File: src/rtl/sreg_pkg.sv
package sreg_pkg;

    localparam int          NUM_RW_DEF    = 14;
    localparam logic [6:0]  ADDR_BASE_DEF = 7'h4A;

    typedef enum logic [2:0] {
        ST_IDLE,
        ST_ADDR,
        ST_PTR,
        ST_WDATA,
        ST_RDATA,
        ST_RACK,
        ST_WAIT
    } link_state_t;

    typedef struct packed {
        logic scl;
        logic sda;
        logic scl_rise;
        logic scl_fall;
        logic start;
        logic stop;
    } line_ev_t;

    typedef struct packed {
        logic       en;
        logic [7:0] idx;
        logic [7:0] data;
    } wr_req_t;

    function automatic logic [6:0] own_addr(input logic [6:0] base, input logic sel);
        return {base[6:1], sel};
    endfunction

endpackage

File: src/rtl/i2c_line_sync.sv
module i2c_line_sync
    import sreg_pkg::*;
#(
    parameter int STAGES = 2
) (
    input  logic     clk,
    input  logic     rst,
    input  logic     scl_in,
    input  logic     sda_in,
    output line_ev_t ev
);

    logic [STAGES-1:0] scl_pipe;
    logic [STAGES-1:0] sda_pipe;
    logic              scl_q;
    logic              sda_q;

    always_ff @(posedge clk) begin
        if (rst) begin
            scl_pipe <= '1;
            sda_pipe <= '1;
            scl_q    <= 1'b1;
            sda_q    <= 1'b1;
        end else begin
            scl_pipe <= {scl_pipe[STAGES-2:0], scl_in};
            sda_pipe <= {sda_pipe[STAGES-2:0], sda_in};
            scl_q    <= scl_pipe[STAGES-1];
            sda_q    <= sda_pipe[STAGES-1];
        end
    end

    always_comb begin
        ev.scl      = scl_pipe[STAGES-1];
        ev.sda      = sda_pipe[STAGES-1];
        ev.scl_rise = ev.scl & ~scl_q;
        ev.scl_fall = ~ev.scl & scl_q;
        ev.start    = ev.scl & scl_q & sda_q & ~ev.sda;
        ev.stop     = ev.scl & scl_q & ~sda_q & ev.sda;
    end

endmodule

File: src/rtl/i2c_byte_engine.sv
module i2c_byte_engine
    import sreg_pkg::*;
#(
    parameter int         NUM_RW    = NUM_RW_DEF,
    parameter logic [6:0] ADDR_BASE = ADDR_BASE_DEF
) (
    input  logic       clk,
    input  logic       rst,
    input  line_ev_t   ev,
    input  logic       addr_sel,
    input  logic [7:0] rd_data,
    output logic [7:0] ptr,
    output wr_req_t    wr,
    output logic       sda_pull
);

    link_state_t state;
    logic [3:0]  bitcnt;
    logic [7:0]  shreg;
    logic        in_ack;
    logic        rw;

    always_ff @(posedge clk) begin
        if (rst) begin
            state    <= ST_IDLE;
            bitcnt   <= '0;
            shreg    <= '0;
            in_ack   <= 1'b0;
            rw       <= 1'b0;
            ptr      <= '0;
            wr       <= '0;
            sda_pull <= 1'b0;
        end else begin
            wr.en <= 1'b0;
            if (ev.start) begin
                state    <= ST_ADDR;
                bitcnt   <= '0;
                in_ack   <= 1'b0;
                sda_pull <= 1'b0;
            end else if (ev.stop) begin
                state    <= ST_IDLE;
                in_ack   <= 1'b0;
                sda_pull <= 1'b0;
            end else begin
                case (state)
                    ST_ADDR, ST_PTR, ST_WDATA: begin
                        if (ev.scl_rise && !in_ack && bitcnt != 4'd8) begin
                            shreg  <= {shreg[6:0], ev.sda};
                            bitcnt <= bitcnt + 4'd1;
                        end else if (ev.scl_fall && in_ack) begin
                            in_ack   <= 1'b0;
                            sda_pull <= 1'b0;
                            bitcnt   <= '0;
                            case (state)
                                ST_ADDR: begin
                                    if (rw) begin
                                        state    <= ST_RDATA;
                                        shreg    <= rd_data;
                                        sda_pull <= ~rd_data[7];
                                    end else begin
                                        state <= ST_PTR;
                                    end
                                end
                                ST_PTR:  state <= ST_WDATA;
                                default: state <= ST_WAIT;
                            endcase
                        end else if (ev.scl_fall && bitcnt == 4'd8) begin
                            if (state == ST_ADDR) begin
                                if (shreg[7:1] == own_addr(ADDR_BASE, addr_sel)) begin
                                    in_ack   <= 1'b1;
                                    sda_pull <= 1'b1;
                                    rw       <= shreg[0];
                                end else begin
                                    state <= ST_WAIT;
                                end
                            end else begin
                                in_ack   <= 1'b1;
                                sda_pull <= 1'b1;
                                if (state == ST_PTR) begin
                                    ptr <= shreg;
                                end else if (ptr < 8'(NUM_RW)) begin
                                    wr.en   <= 1'b1;
                                    wr.idx  <= ptr;
                                    wr.data <= shreg;
                                end
                            end
                        end
                    end
                    ST_RDATA: begin
                        if (ev.scl_fall) begin
                            if (bitcnt == 4'd7) begin
                                sda_pull <= 1'b0;
                                state    <= ST_RACK;
                            end else begin
                                shreg    <= {shreg[6:0], 1'b0};
                                sda_pull <= ~shreg[6];
                                bitcnt   <= bitcnt + 4'd1;
                            end
                        end
                    end
                    ST_RACK: begin
                        if (ev.scl_rise) state <= ST_WAIT;
                    end
                    default: ;
                endcase
            end
        end
    end

    // the drive may move only while the serial clock is low, or when a start or stop releases it
    assert_sda_scl_low_R9: assert property (@(posedge clk) disable iff (rst)
        (sda_pull != $past(sda_pull)) |-> (!ev.scl || $past(ev.start) || $past(ev.stop)));

    // once idle or waiting after a rejected address, the line stays released
    assert_release_when_idle_R3: assert property (@(posedge clk) disable iff (rst)
        (state == ST_WAIT || state == ST_IDLE) |-> !sda_pull);

endmodule

File: src/rtl/ctl_reg_file.sv
module ctl_reg_file
    import sreg_pkg::*;
#(
    parameter int NUM_RW = NUM_RW_DEF
) (
    input  logic                clk,
    input  logic                rst,
    input  wr_req_t             wr,
    input  logic [7:0]          status_in,
    input  logic [7:0]          rd_idx,
    output logic [7:0]          rd_data,
    output logic [NUM_RW*8-1:0] ctl_bus
);

    localparam int IW = $clog2(NUM_RW);

    logic [7:0] regs [NUM_RW];

    for (genvar i = 0; i < NUM_RW; i++) begin : g_reg
        always_ff @(posedge clk) begin
            if (rst)
                regs[i] <= '0;
            else if (wr.en && wr.idx == 8'(i))
                regs[i] <= wr.data;
        end
        assign ctl_bus[8*i +: 8] = regs[i];
    end

    always_comb begin
        if (rd_idx < 8'(NUM_RW))
            rd_data = regs[rd_idx[IW-1:0]];
        else if (rd_idx == 8'(NUM_RW))
            rd_data = status_in;
        else
            rd_data = 8'h00;
    end

    // no write request ever targets the status index or beyond
    assert_write_in_range_R7: assert property (@(posedge clk) disable iff (rst)
        wr.en |-> (wr.idx < 8'(NUM_RW)));

    // without a write request the parallel bus holds its value
    assert_bus_hold_R7: assert property (@(posedge clk) disable iff (rst)
        !wr.en |=> (ctl_bus == $past(ctl_bus)));

endmodule

File: src/rtl/ctl_regbank_i2c.sv
module ctl_regbank_i2c
    import sreg_pkg::*;
#(
    parameter int         NUM_RW      = NUM_RW_DEF,
    parameter int         SYNC_STAGES = 2,
    parameter logic [6:0] ADDR_BASE   = ADDR_BASE_DEF
) (
    input  logic                clk,
    input  logic                rst,
    input  logic                scl_in,
    input  logic                sda_in,
    input  logic                addr_sel,
    input  logic [7:0]          status_in,
    output logic                sda_pull,
    output logic [NUM_RW*8-1:0] ctl_bus
);

    line_ev_t   ev;
    wr_req_t    wr;
    logic [7:0] ptr;
    logic [7:0] rd_data;

    i2c_line_sync #(.STAGES(SYNC_STAGES)) u_sync (
        .clk    (clk),
        .rst    (rst),
        .scl_in (scl_in),
        .sda_in (sda_in),
        .ev     (ev)
    );

    i2c_byte_engine #(.NUM_RW(NUM_RW), .ADDR_BASE(ADDR_BASE)) u_engine (
        .clk      (clk),
        .rst      (rst),
        .ev       (ev),
        .addr_sel (addr_sel),
        .rd_data  (rd_data),
        .ptr      (ptr),
        .wr       (wr),
        .sda_pull (sda_pull)
    );

    ctl_reg_file #(.NUM_RW(NUM_RW)) u_regs (
        .clk       (clk),
        .rst       (rst),
        .wr        (wr),
        .status_in (status_in),
        .rd_idx    (ptr),
        .rd_data   (rd_data),
        .ctl_bus   (ctl_bus)
    );

endmodule

File: config.mk
export PLATFORM = sky130hd
export DESIGN_NAME = ctl_regbank_i2c
export DESIGN_NICKNAME = d
export VERILOG_FILES = /design/src/rtl/sreg_pkg.sv /design/src/rtl/i2c_line_sync.sv /design/src/rtl/i2c_byte_engine.sv /design/src/rtl/ctl_reg_file.sv /design/src/rtl/ctl_regbank_i2c.sv
export SDC_FILE = /design/constraint.sdc
export NUM_CORES = 1
export LEC_CHECK = 0
export ABC_AREA = 1
export BUFFER_PORTS_ARGS = -buffer_cell sky130_fd_sc_hd__buf_2
export CORE_ASPECT_RATIO = 0.7
export CORE_UTILIZATION = 50
export DETAILED_ROUTE_END_ITERATION = 7
export GPL_ROUTABILITY_DRIVEN = 0
export PLACE_DENSITY = 0.72
export RECOVER_POWER = 50
export SLEW_MARGIN = 20
export SYNTH_ARGS = -nofsm -noshare
export SYNTH_HDL_FRONTEND = slang
export SYNTH_SLANG_ARGS = --single-unit
File: constraint.sdc
create_clock -name clk -period 2.3 [get_ports clk]
set_clock_uncertainty 0.05 [all_clocks]
set_input_delay 0.23 -clock clk [delete_from_list [all_inputs] [get_ports clk]]
set_output_delay 0.23 -clock clk [all_outputs]
set_load 0.02 [all_outputs]
---- Word-level counts from Yosys, hierarchy flattened ----
Memory sizes are Yosys's and may differ from the RTL's. A register that Yosys moved wholly into a read port is not among the register bits.
Index checks and enable logic that the tools add are counted.
cells by class
  eq/ne operators ......................... 43
  muxes and demuxes ....................... 99
  reductions and logical operators ........ 37
  bitwise gates (word level) .............. 35
  add/sub/neg operators ................... 1
  magnitude comparators ................... 1
operators with widths
  cell                                                                          count
  8-bit 2-to-1 mux                                                              22
  8-bit by 4-bit == test with 1-bit output, second input constant               7
  1-bit 2-to-1 mux                                                              56
  8-bit AND reduction                                                           5
  8-bit by 3-bit == test with 1-bit output, second input constant               4
  3-bit 2-to-1 mux                                                              9
  4-bit 2-to-1 mux                                                              6
  1-bit logical AND                                                             18
  17-bit 2-to-1 mux                                                             1
  8-bit by 2-bit == test with 1-bit output, second input constant               2
  4-bit by 3-bit != test with 1-bit output, second input constant               4
  8-bit case mux with 2 select lines                                            1
  3-bit by 1-bit != test with 1-bit output, second input constant               5
  1-bit inverter                                                                14
  1-bit OR                                                                      14
  5-bit by 3-bit != test with 1-bit output, second input constant               2
  5-bit AND reduction                                                           2
  3-bit case mux with 3 select lines                                            1
  9-bit AND reduction                                                           1
  9-bit OR reduction                                                            1
  8-bit by 1-bit == test with 1-bit output, second input constant               1
  8-bit logical NOT                                                             1
  8-bit by 4-bit less-than comparator with 1-bit output, second input constant  1
  4-bit != test, second input constant                                          2
  22 further kinds                                                              36
storage, ports and cells
  memories kept ........................... 1
  output and inout port bits .............. 113
  memory bits (writable) .................. 112
  register bits ........................... 49
  input bits .............................. 13
memories
  memory       depth  width  read ports  clocked after memory_dff  write ports  RTL line            text
  u_regs.regs  14     8      15          1                         14           ctl_reg_file.sv:17  logic [7:0] regs [NUM_RW];

---- Longest topological paths before layout ----
Gate-level depths: netlist of the first run.
  word-level depth ........................ 9
  depth in mapped cells ................... 13
  gate-level depth less buffers ........... 13

---- Modules after synthesis ----
From an unflattened synthesis of the first run, not the netlist that was laid out.
unflattened totals
  cell total of the unflattened synthesis .. 963
  area total of the unflattened synthesis .. 7877.6 sq um
by module, submodules not included
  module           cells an instance  area an instance (sq um)  times used
  ctl_reg_file     618                5476.5                    1
  i2c_byte_engine  319                2188.3                    1
  i2c_line_sync    26                 212.7                     1

---- Worst setup path after synthesis of the first run ----
OpenSTA, ideal clock, no wires.
  path kind ............................... flip-flop to flip-flop
  from .................................... reg u_engine.bitcnt[0]
  to ...................................... reg u_engine.shreg[2]
  cell stages (with the launch flop) ...... 11
  required time ........................... 2181 ps
  setup slack ............................. 670 ps
  data arrival time ....................... 1511 ps
  clock period less this slack ............ 1630 ps
  cells stage by stage .................... dfxtp_1 inv_1 ha_1 nand3_1 nand2_2 nand2_1 clkbuf_1 a21oi_1 nand2_1 nand3_2 a21oi_2
on the way
  word-level cells in the longest chain between the ends .. 4
ends and longest elaborated chain
  what                                                                                                  RTL line               text
  from (decl)                                                                                           i2c_byte_engine.sv:18  logic [3:0] bitcnt;
  from (signal assigned)                                                                                i2c_byte_engine.sv:49  bitcnt <= bitcnt + 4'd1;
  from (signal assigned)                                                                                i2c_byte_engine.sv:97  bitcnt <= bitcnt + 4'd1;
  4-bit != test                                                                                         i2c_byte_engine.sv:47  if (ev.scl_rise && !in_ack && bitcnt != 4'd8) begin
  1-bit logical AND                                                                                     i2c_byte_engine.sv:47
  3-bit by 1-bit != test with 1-bit output (no source line) / 8-bit 2-to-1 mux (equally long branches)  --
  8-bit AND reduction (no source line) / 8-bit case mux with 2 select lines (equally long branches)     --
  to (signal assigned)                                                                                  i2c_byte_engine.sv:48  shreg <= {shreg[6:0], ev.sda};
  to (signal assigned)                                                                                  i2c_byte_engine.sv:58  shreg <= rd_data;
  to (signal assigned)                                                                                  i2c_byte_engine.sv:95  shreg <= {shreg[6:0], 1'b0};
  to (decl)                                                                                             i2c_byte_engine.sv:19  logic [7:0] shreg;
Several ways; a longest one is shown, not always the timed one.
A chain may end at the register's enable or synchronous reset.

==> flow_metrics.env, run 1 <==
export IMPL_required_ns=2.54
export IMPL_ys_ff_latch=165
export IMPL_synth_top_family_by_area="simple AND/OR/NAND/NOR gates"
export IMPL_fmax_ghz=0.4965
export IMPL_cts_htree_levels=4
export IMPL_hold_viol_final=0
export IMPL_die_y_um=105.6
export IMPL_vias_per_cell=5.469
export IMPL_nNetsFinal=1034
export IMPL_grt_setup_unrepaired="no"
export IMPL_worstSkewPairLatency_ns=0.43
export IMPL_areaGrowthSynthToFinish_pct=16.72
export IMPL_relSlewSlack=0.5254
export IMPL_start_util=0.5174
export IMPL_synth_fa_ha_area_frac=0.003265
export IMPL_p_per_area_nw_per_um2=829.2
export IMPL_slowest_delay_ns=0.43
export IMPL_path_clk_slew_ns=0.06
export IMPL_grt_antenna_before_repair=0
export IMPL_hold_path_class="in -> reg"
export IMPL_finalPower_mw=7.418
export IMPL_syn_area_per_cell_sq_um=8.535
export IMPL_cts_sinks=165
export IMPL_status="completed"
export IMPL_synthXorXnorAreaFrac=0
export IMPL_numCtsBuffers=17
export IMPL_synth_simple_area_share=0.2832
export IMPL_multiInputGateArea_sq_um=2770
export IMPL_synthesis_area_sq_um=7665
export IMPL_ctsLongestPathBuffers=2
export IMPL_path_buf_inv=1
export IMPL_timing_hold_ws_ns=0.1124
export IMPL_worst_setup_path_type="reg -> reg"
export IMPL_wl_per_cell_um=17.68
export IMPL_ys_seq_area_frac=0.5772
export IMPL_synth_compound_area_frac=0.07640
export IMPL_grt_pass1_wl_um=32970
export IMPL_synth_warnings=0
export IMPL_finalCritPeriodShare=0.8758
export IMPL_ff2ff_path_depth=7
export IMPL_grt_start_max_net_pins=50
export IMPL_die_w_um=150.0
export IMPL_synth_mux_area_frac=0
export IMPL_finalSetupTns_ns=0
export IMPL_setup_viol=0
export IMPL_regArea_sq_um=4425
export IMPL_start_kind="register"
export IMPL_cp_end_kind="register"
export IMPL_firstDrtPassIters=5
export IMPL_cap_violations=0
export IMPL_min_path_cells=3
export IMPL_p_leak_nw=3.361
export IMPL_post_route_util=0.6039
export IMPL_cts_tree="built"
export IMPL_diodes=0
export IMPL_syn_inst=898
export IMPL_post_route_drc_count=0
export IMPL_cp_depth=7
export IMPL_clockRootBuffer="clkbuf_16"
export IMPL_drt_wl_total_um=21690
export IMPL_io_pins=126
export IMPL_worst_pin_slew_ns=0.7061
export IMPL_crit_arrival_ns=2.25
export IMPL_drive_above_1_share=0.08721
export IMPL_syn_num_nets=913
export IMPL_vias=6711
export IMPL_ant_nets=0
export IMPL_gr_total_overflow=0
export IMPL_cts_resized=0
export IMPL_die_area_sq_um=15840
export IMPL_crit_slowest_cell="nand4_1"
export IMPL_port_buffers=125
export IMPL_num_rows=37
export IMPL_core_area_sq_um=14810
export IMPL_synthDistinctLibCells=31
export IMPL_ir_worst_vdd_mv=0.6435
export IMPL_final_fill_count=1384
export IMPL_dr_first_iter_drc_count=690
export IMPL_cp_top_family="simple AND/OR/NAND/NOR gates"
export IMPL_grt_pass1_vias=5997
export IMPL_cp_cell_sequence="inv_1, nor2_1, nor2_4, nor2_2, nand4_1, o21ai_0, a21oi_1"
export IMPL_grt_use_total=0.2825
export IMPL_fin_crit_ns=2.014
export IMPL_crit_fanout=14
export IMPL_finalMaxSlewViolations=0
export IMPL_dpl_hpwl_um=15520
## final timing paths
| check | start | end | slack, ns |
|---|---|---|---|
| max | u_engine.state[0] | register | 0.29 |
| min | rst | u_sync.sda_q | 0.11 |
| max reg2reg | u_engine.state[0] | register | 0.29 |
| min reg2reg | u_sync.scl_pipe[0] | u_sync.scl_pipe[1] | 0.36 |
## worst register-to-register path, stage by stage (launching register included)
cell and delay (ns):
dfxtp_1 0.33, inv_1 0.07, nor2_1 0.30, nor2_4 0.10, nor2_2 0.17, nand4_1 0.43
o21ai_0 0.36, a21oi_1 0.08
## routing by layer
| layer | routed length, um | track usage | vias to the layer above |
|---|---|---|---|
| li1 | - | - | 3207 |
| met1 | 9748 | 0.4284 | 3123 |
| met2 | 9431 | 0.4104 | 367 |
| met3 | 2348 | 0.06537 | 14 |
| met4 | 159 | 0.05916 | 0 |
| met5 | 0 | 0 | - |
## layout make-up
type / instances / share of cell area
timing repair buffer: 142 / 0.07273
sequential: 165 / 0.4947
clock inverter: 15 / 0.01650
inverter: 74 / 0.03161
tap: 195 / 0.02727
clock buffer: 17 / 0.04755
multi-input combinational: 619 / 0.3097
## repair_timing
action                                 4_1_cts  5_1_grt
hold buffers                                 2        0
buffers inserted                             0        0
endpoints found under the hold margin        2        0
## where the power goes
part | total, mW | internal [mW] | switching, mW | leakage [nW]
Combinational | 1.11 | 0.323 | 0.789 | 1.59
Clock | 2.77 | 1.52 | 1.26 | 0.275
Sequential | 3.54 | 3.35 | 0.183 | 1.50
Total | 7.42 | 5.19 | 2.23 | 3.36
## cell usage after synthesis (all sizes together)
library cell / n / share of area
nor2: 161 / 0.083
clkbuf: 26 / 0.013
or2: 4 / 0.0033
a211oi: 6 / 0.0059
inv: 73 / 0.036
nor3: 6 / 0.0052
o21a: 1 / 0.00098
clkinv: 1 / 0.0011
a21oi: 62 / 0.042
buf: 14 / 0.010
dfxtp: 53 / 0.14
o211ai: 5 / 0.0049
nand4: 12 / 0.0098
o21ai: 34 / 0.022
ha: 2 / 0.0033
nor4: 2 / 0.0036
nand3: 80 / 0.058
edfxtp: 112 / 0.44
nand2: 244 / 0.12
## registers in the layout, summed over array words and instances, names as in the netlist, 2 cells and up, named ones only
name             count
u_regs.regs        112
u_engine.wr         17
u_engine.ptr         8
u_engine.shreg       8
u_engine.bitcnt      4
u_engine.state       3
u_sync.scl_pipe      2
u_sync.sda_pipe      2
## logic make-up (layout without fill, tap and decap cells)
| group | count (synthesis) | count (layout) |
|---|---|---|
| compound gates | 108 | 108 |
| fa+ha+maj | 2 | 2 |
| buf+inv | 114 | 248 |
| flops | 165 | 165 |
| simple gates | 509 | 509 |
## through the flow
step                cells  worst slack, ns  cell area (sq um)
global placement     1193           0.4302               8509
detailed placement   1193           0.3582               8509
floorplan             898           0.6704               7665
finish               1227           0.2858               8946
global route         1227          0.04485               8946
CTS                  1227           0.3387               9102
## cell usage in the layout (no fill, tap or decap), drive strengths merged, types with 6 or more instances in the layout
master / count
clkbuf: 131
nor3: 6
buf: 26
o21ai: 34
edfxtp: 112
a21oi: 62
nor2: 161
nand3: 80
nand4: 12
a211oi: 6
dfxtp: 53
nand2: 244
inv: 78
clkinv: 8
Power figures use the tool's default switching activity.
==> run 2: changes to the inputs <==
--- a/config.mk
+++ b/config.mk
@@ -8,10 +8,12 @@
 export ABC_AREA = 1
 export BUFFER_PORTS_ARGS = -buffer_cell sky130_fd_sc_hd__buf_2
 export CORE_ASPECT_RATIO = 0.7
-export CORE_UTILIZATION = 50
+export CORE_UTILIZATION = 59
+export CTS_BUF_LIST = sky130_fd_sc_hd__clkbuf_8
+export CTS_CLUSTER_DIAMETER = 50
 export DETAILED_ROUTE_END_ITERATION = 7
 export GPL_ROUTABILITY_DRIVEN = 0
-export PLACE_DENSITY = 0.72
+export PLACE_DENSITY = 0.83
 export RECOVER_POWER = 50
 export SLEW_MARGIN = 20
 export SYNTH_ARGS = -nofsm -noshare
==> run 2 against run 1 <==
The flow now finishes with violations (DRC); sequential share of layout area up 1.4 points; combinational power about the same; die area down 15%; critical path depth up 2; worst setup slack worse by 0.11 ns; flip-flop and latch count unchanged; largest power group unchanged.
==> flow_metrics.env, run 2 (synthesis gave the netlist of run 1 again) <==
export IMPL_comb_power_share=0.166
export IMPL_cts_tree="built"
export IMPL_firstDrtPassIters=8
export IMPL_p_per_area_nw_per_um2=786.2
export IMPL_grt_use_total=0.3256
export IMPL_mostFrequentLayoutCell="nand2_1"
export IMPL_fin_crit_ns=2.120
export IMPL_cts_htree_levels=4
export IMPL_top_regs="u_regs.regs (112), u_engine.wr (17)"
export IMPL_layout_common_cells="nand2_1 (241), nor2_1 (154), clkbuf_1 (116)"
export IMPL_fmax_ghz=0.4718
export IMPL_fin_area_sq_um=8705
export IMPL_setup_viol=0
export IMPL_grt_setup_unrepaired="no"
export IMPL_post_route_drc_count=18
export IMPL_relSlewSlack=0.3186
export IMPL_top_register="u_regs.regs"
export IMPL_core_area_sq_um=12550
export IMPL_reg2reg_slack_ns=0.18
export IMPL_die_area_sq_um=13460
export IMPL_sequentialPowerShare=0.517
export IMPL_hold_path_class="in -> reg"
export IMPL_cts_sinks=165
export IMPL_violations="DRC"
export IMPL_grt_antenna_before_repair=0
export IMPL_drt_wl_total_um=21560
export IMPL_cp_top_family="simple AND/OR/NAND/NOR gates"
export IMPL_clockRootBuffer="clkbuf_8"
export IMPL_post_route_util=0.6936
export IMPL_worst_pin_slew_ns=1.022
export IMPL_cap_violations=0
export IMPL_finalMaxSlewViolations=0
export IMPL_vias=7008
export IMPL_die_w_um=138.2
export IMPL_ir_worst_vdd_mv=0.4653
export IMPL_worst_setup_path_type="reg -> reg"
export IMPL_start_util=0.6108
export IMPL_cts_resized=0
export IMPL_grt_pass1_vias=6215
export IMPL_wl_per_cell_um=18.11
export IMPL_diodes=0
export IMPL_crit_arrival_ns=2.45
export IMPL_dpl_hpwl_um=15380
export IMPL_slowest_delay_ns=0.35
export IMPL_start_kind="register"
export IMPL_placed_cells=1156
export IMPL_io_pins=126
export IMPL_hold_viol_final=0
export IMPL_p_clk_frac=0.317
export IMPL_swShare=0.3190
export IMPL_cp_end_kind="register"
export IMPL_finalPower_mw=6.844
export IMPL_die_y_um=97.36
export IMPL_finalSetupTns_ns=0
export IMPL_dr_first_iter_drc_count=1042
export IMPL_switching_power_mw=2.183
export IMPL_p_leak_nw=3.244
export IMPL_grt_pass1_wl_um=33040
export IMPL_internal_power_mw=4.660
export IMPL_grt_start_max_net_pins=51
export IMPL_gr_total_overflow=0
export IMPL_numCtsBuffers=17
export IMPL_ctsLongestPathBuffers=2
export IMPL_status="finished with violations"
export IMPL_crit_slowest_cell="dfxtp_1"
export IMPL_path_buf_inv=3
export IMPL_final_cells=1190
export IMPL_required_ns=2.63
export IMPL_worstSkewPairLatency_ns=0.46
export IMPL_crit_fanout=18
export IMPL_drive_above_1_share=0.08463
export IMPL_ant_nets=0
export IMPL_cp_cell_sequence="nand2_1, inv_1, nand3_1, inv_1, nor3_1, nand3_2, inv_2, o21ai_0, a21oi_1"
export IMPL_largest_reg_flops=112
export IMPL_vias_per_cell=5.889
export IMPL_finalCritPeriodShare=0.9216
export IMPL_crit_path_frequent_cell="inv_1"
export IMPL_nNetsFinal=1030
export IMPL_path_clk_slew_ns=0.09
export IMPL_port_buffers=125
export IMPL_placed_area_sq_um=8451
export IMPL_areaGrowthSynthToFinish_pct=13.57
export IMPL_num_rows=34
==> run 2: cell count changes in the layout (fill, tap and decap cells not counted), moves of 2 or more <==
cell and change:
inv_6 +2, buf_4 -5, clkinv_4 -3, clkbuf_16 -17
clkinv_1 -2, clkbuf_8 +17, clkinvlp_4 +3, clkbuf_1 +2
==> run 2: final cells by class <==
cell class	instances	area, sq um
Timing Repair Buffer	138	615.6
Fill cell	1050	3845
Tap cell	162	202.7
Clock inverter	15	167.7
Clock buffer	17	234.0
Sequential cell	165	4425
Inverter	74	282.8
Multi-Input combinational cell	619	2776
==> run 2: worst register-to-register path, delay by kind of cell (launching register included) <==
family          cells  cell delay, ns
compound gates      2            0.32
buf+inv             3            0.49
flops               1            0.35
simple gates        4            0.85
==> run 2: worst paths after layout <==
path,depth (start not counted),to,from
setup / recovery,9,u_engine.wr[11],u_sync.scl_q
hold / removal,5,u_engine.shreg[5],status_in[5]
setup reg to reg,9,u_engine.wr[11],u_sync.scl_q
hold reg to reg,1,u_sync.scl_pipe[1],u_sync.scl_pipe[0]
==> run 2: power groups by stage <==
stage / Combinational [mW] / Clock (mW) / Sequential (mW)
after detailed placement: 1.15 / 0 / 3.59
after CTS: 1.15 / 2.15 / 3.52
after global routing: 1.25 / 2.26 / 3.55
after floorplan: 0.705 / 0 / 3.67
after global placement: 1.12 / 0 / 3.59
final: 1.14 / 2.17 / 3.54
==> run 2: metrics by stage <==
step                      setup slack (ns)  hold WS [ns]
after floorplan                     0.6704        0.2838
after global placement              0.3844        0.3431
after detailed placement            0.3525        0.3432
after CTS                           0.3347       0.08666
after global routing               0.03954        0.1377
final                               0.1803        0.1028
==> run 2: routing by layer <==
metal / GRT usage / up-vias / share of wire / wire [um]
met2: 0.4729 / 529 / 0.43 / 9298
met5: 0 / - / 0 / 0
met3: 0.07935 / 49 / 0.14 / 3078
met1: 0.4822 / 3234 / 0.41 / 8745
met4: 0.1003 / 0 / 0.020 / 432
li1: - / 3196 / - / -
==> run 2: repair_timing <==
item / 4_1_cts / 5_1_grt
buffers inserted: 0 / 0
endpoints found under the hold margin: 2 / 0
hold buffers: 2 / 0
==> run 3: changes to the inputs <==
--- a/config.mk
+++ b/config.mk
@@ -8,12 +8,12 @@
 export ABC_AREA = 1
 export BUFFER_PORTS_ARGS = -buffer_cell sky130_fd_sc_hd__buf_2
 export CORE_ASPECT_RATIO = 0.7
-export CORE_UTILIZATION = 59
+export CORE_UTILIZATION = 47
 export CTS_BUF_LIST = sky130_fd_sc_hd__clkbuf_8
 export CTS_CLUSTER_DIAMETER = 50
 export DETAILED_ROUTE_END_ITERATION = 7
 export GPL_ROUTABILITY_DRIVEN = 0
-export PLACE_DENSITY = 0.83
+export PLACE_DENSITY = 0.68
 export RECOVER_POWER = 50
 export SLEW_MARGIN = 20
 export SYNTH_ARGS = -nofsm -noshare
==> constraint.sdc (replaced) <==
create_clock -name clk -period 2.3 [get_ports clk]
set_clock_uncertainty 0.05 [all_clocks]
set_input_delay 0.23 -clock clk [delete_from_list [all_inputs] [get_ports clk]]
set_output_delay 0.23 -clock clk [all_outputs]
set_load 0.05 [all_outputs]
==> run 3 against run 2 <==
The run now ends clean; die area grew 25%; combinational power is 25% higher; final cell count is 3.7% higher; via count is 3.2% lower; worst setup slack better by 0.050 ns; critical path type unchanged; critical endpoint is now u_engine.ptr[6]; largest cell class unchanged; highest routed layer unchanged.
==> flow_metrics.env, run 3 (synthesis gave the netlist of run 1 again) <==
export IMPL_firstDrtPassIters=8
export IMPL_start_util=0.4885
export IMPL_mostFrequentLayoutCell="nand2_1"
export IMPL_worst_pin_slew_ns=0.7330
export IMPL_drt_wl_total_um=21940
export IMPL_cts_sinks=165
export IMPL_die_w_um=154.6
export IMPL_grt_setup_unrepaired="no"
export IMPL_required_ns=2.62
export IMPL_swShare=0.3452
export IMPL_worstSkewPairLatency_ns=0.46
export IMPL_grt_use_total=0.2681
export IMPL_top_register="u_regs.regs"
export IMPL_wl_per_cell_um=17.78
export IMPL_grt_pass1_vias=5873
export IMPL_gr_total_overflow=0
export IMPL_cts_tree="built"
export IMPL_hold_viol_final=0
export IMPL_final_fill_count=1522
export IMPL_ir_worst_vdd_mv=0.4402
export IMPL_ant_nets=0
export IMPL_dpl_hpwl_um=16040
export IMPL_min_path_cells=2
export IMPL_crit_fanout=14
export IMPL_cts_htree_levels=4
export IMPL_grt_start_max_net_pins=49
export IMPL_numCtsBuffers=17
export IMPL_path_clk_slew_ns=0.10
export IMPL_fmax_ghz=0.4831
export IMPL_p_per_area_nw_per_um2=814.9
export IMPL_core_area_sq_um=15690
export IMPL_grt_antenna_before_repair=0
export IMPL_clockRootBuffer="clkbuf_8"
export IMPL_grt_pass1_wl_um=33540
export IMPL_port_buffers=125
export IMPL_crit_arrival_ns=2.39
export IMPL_final_cells=1234
export IMPL_setup_viol=0
export IMPL_ff2ff_path_depth=9
export IMPL_top_regs="u_regs.regs (112), u_engine.wr (17)"
export IMPL_diodes=0
export IMPL_sequentialPowerShare=0.491
export IMPL_relSlewSlack=0.5108
export IMPL_io_pins=126
export IMPL_die_y_um=108.8
export IMPL_ctsLongestPathBuffers=2
export IMPL_p_leak_nw=3.305
export IMPL_finalCritPeriodShare=0.9001
export IMPL_post_route_drc_count=0
export IMPL_fin_crit_ns=2.070
export IMPL_comb_power_share=0.198
export IMPL_hold_path_class="in -> reg"
export IMPL_placed_cells=1200
export IMPL_largest_reg_flops=112
export IMPL_internal_power_mw=4.695
export IMPL_switching_power_mw=2.475
export IMPL_post_cts_buffers=0
export IMPL_worst_setup_path_type="reg -> reg"
export IMPL_drive_above_1_share=0.09091
export IMPL_areaGrowthSynthToFinish_pct=14.81
export IMPL_status="completed"
export IMPL_layout_common_cells="nand2_1 (241), nor2_1 (154), clkbuf_1 (114)"
export IMPL_cp_end_kind="register"
export IMPL_dr_first_iter_drc_count=926
export IMPL_vias=6784
export IMPL_finalMaxSlewViolations=0
export IMPL_num_rows=38
export IMPL_start_kind="register"
export IMPL_cap_violations=0
export IMPL_finalSetupTns_ns=0
export IMPL_p_clk_frac=0.310
export IMPL_die_area_sq_um=16830
export IMPL_nNetsFinal=1036
export IMPL_vias_per_cell=5.498
run 3: changes by cell type in the layout (fill, tap and decap cells not counted), sizes merged:
cell	delta
clkinvlp	-5
clkinv	+2
inv	+3
clkbuf	-2
buf	+8
run 3: final cells by class:
cell class / count / area [sq um] / share of cell area
Clock inverter: 15 / 181.4 / 0.02062
Multi-Input combinational cell: 619 / 2773 / 0.3151
Clock buffer: 17 / 234.0 / 0.02659
Timing Repair Buffer: 144 / 653.1 / 0.07422
Sequential cell: 165 / 4425 / 0.5029
Tap cell: 200 / 250.2 / 0.02844
Inverter: 74 / 282.8 / 0.03213
run 3: final timing paths:
kind | startpoint | slack [ns] | end
setup / recovery | u_engine.bitcnt[0] | 0.23 | u_engine.ptr[6]
hold / removal | rst | 0.11 | u_engine.shreg[1]
setup reg to reg | u_engine.bitcnt[0] | 0.23 | u_engine.ptr[6]
hold reg to reg | u_sync.sda_pipe[0] | 0.37 | u_sync.sda_pipe[1]
run 3: worst max-delay path: stages (launching register included):
cell and delay (ns):
dfxtp_1 0.36, inv_1 0.08, ha_1 0.19, nand3_1 0.18, nand2_2 0.15, nand4_1 0.11
clkbuf_1 0.48, inv_1 0.14, o21ai_0 0.18, a21oi_1 0.05
run 3: power by group through the flow:
stage	combinational [mW]	sequential (mW)	clock (mW)
after floorplan	0.706	3.92	0
after global placement	1.43	3.58	0
after detailed placement	1.43	3.58	0
after CTS	1.43	3.51	2.24
after global routing	1.53	3.55	2.35
final	1.42	3.52	2.23
run 3: what timing repair did:
| item | in CTS | in global routing |
|---|---|---|
| gates resized for setup | 0 | 0 |
| endpoints found under the hold margin | 2 | 0 |
| hold buffers | 2 | 0 |
run 3: stage by stage:
step                  util  power, mW  cell area (sq um)  setup WS [ns]  hold WS (ns)
finish              0.5608      7.171               8800         0.2298        0.1051
global route        0.5608      7.428               8800        0.05818        0.1180
CTS                 0.5707      7.186               8954         0.3291       0.08652
detailed placement  0.5429      5.009               8518         0.3739        0.3469
global placement    0.5429      5.002               8518         0.3750        0.3448
floorplan                -      4.627               7665         0.6704        0.2838
run 3: routing by layer:
| metal | track usage | vias to the layer above | share of wire |
|---|---|---|---|
| met4 | 0.07072 | 0 | 0.014 |
| met1 | 0.4134 | 3154 | 0.47 |
| met5 | 0 | - | 0 |
| met3 | 0.05684 | 27 | 0.11 |
| li1 | - | 3202 | - |
| met2 | 0.3778 | 401 | 0.41 |
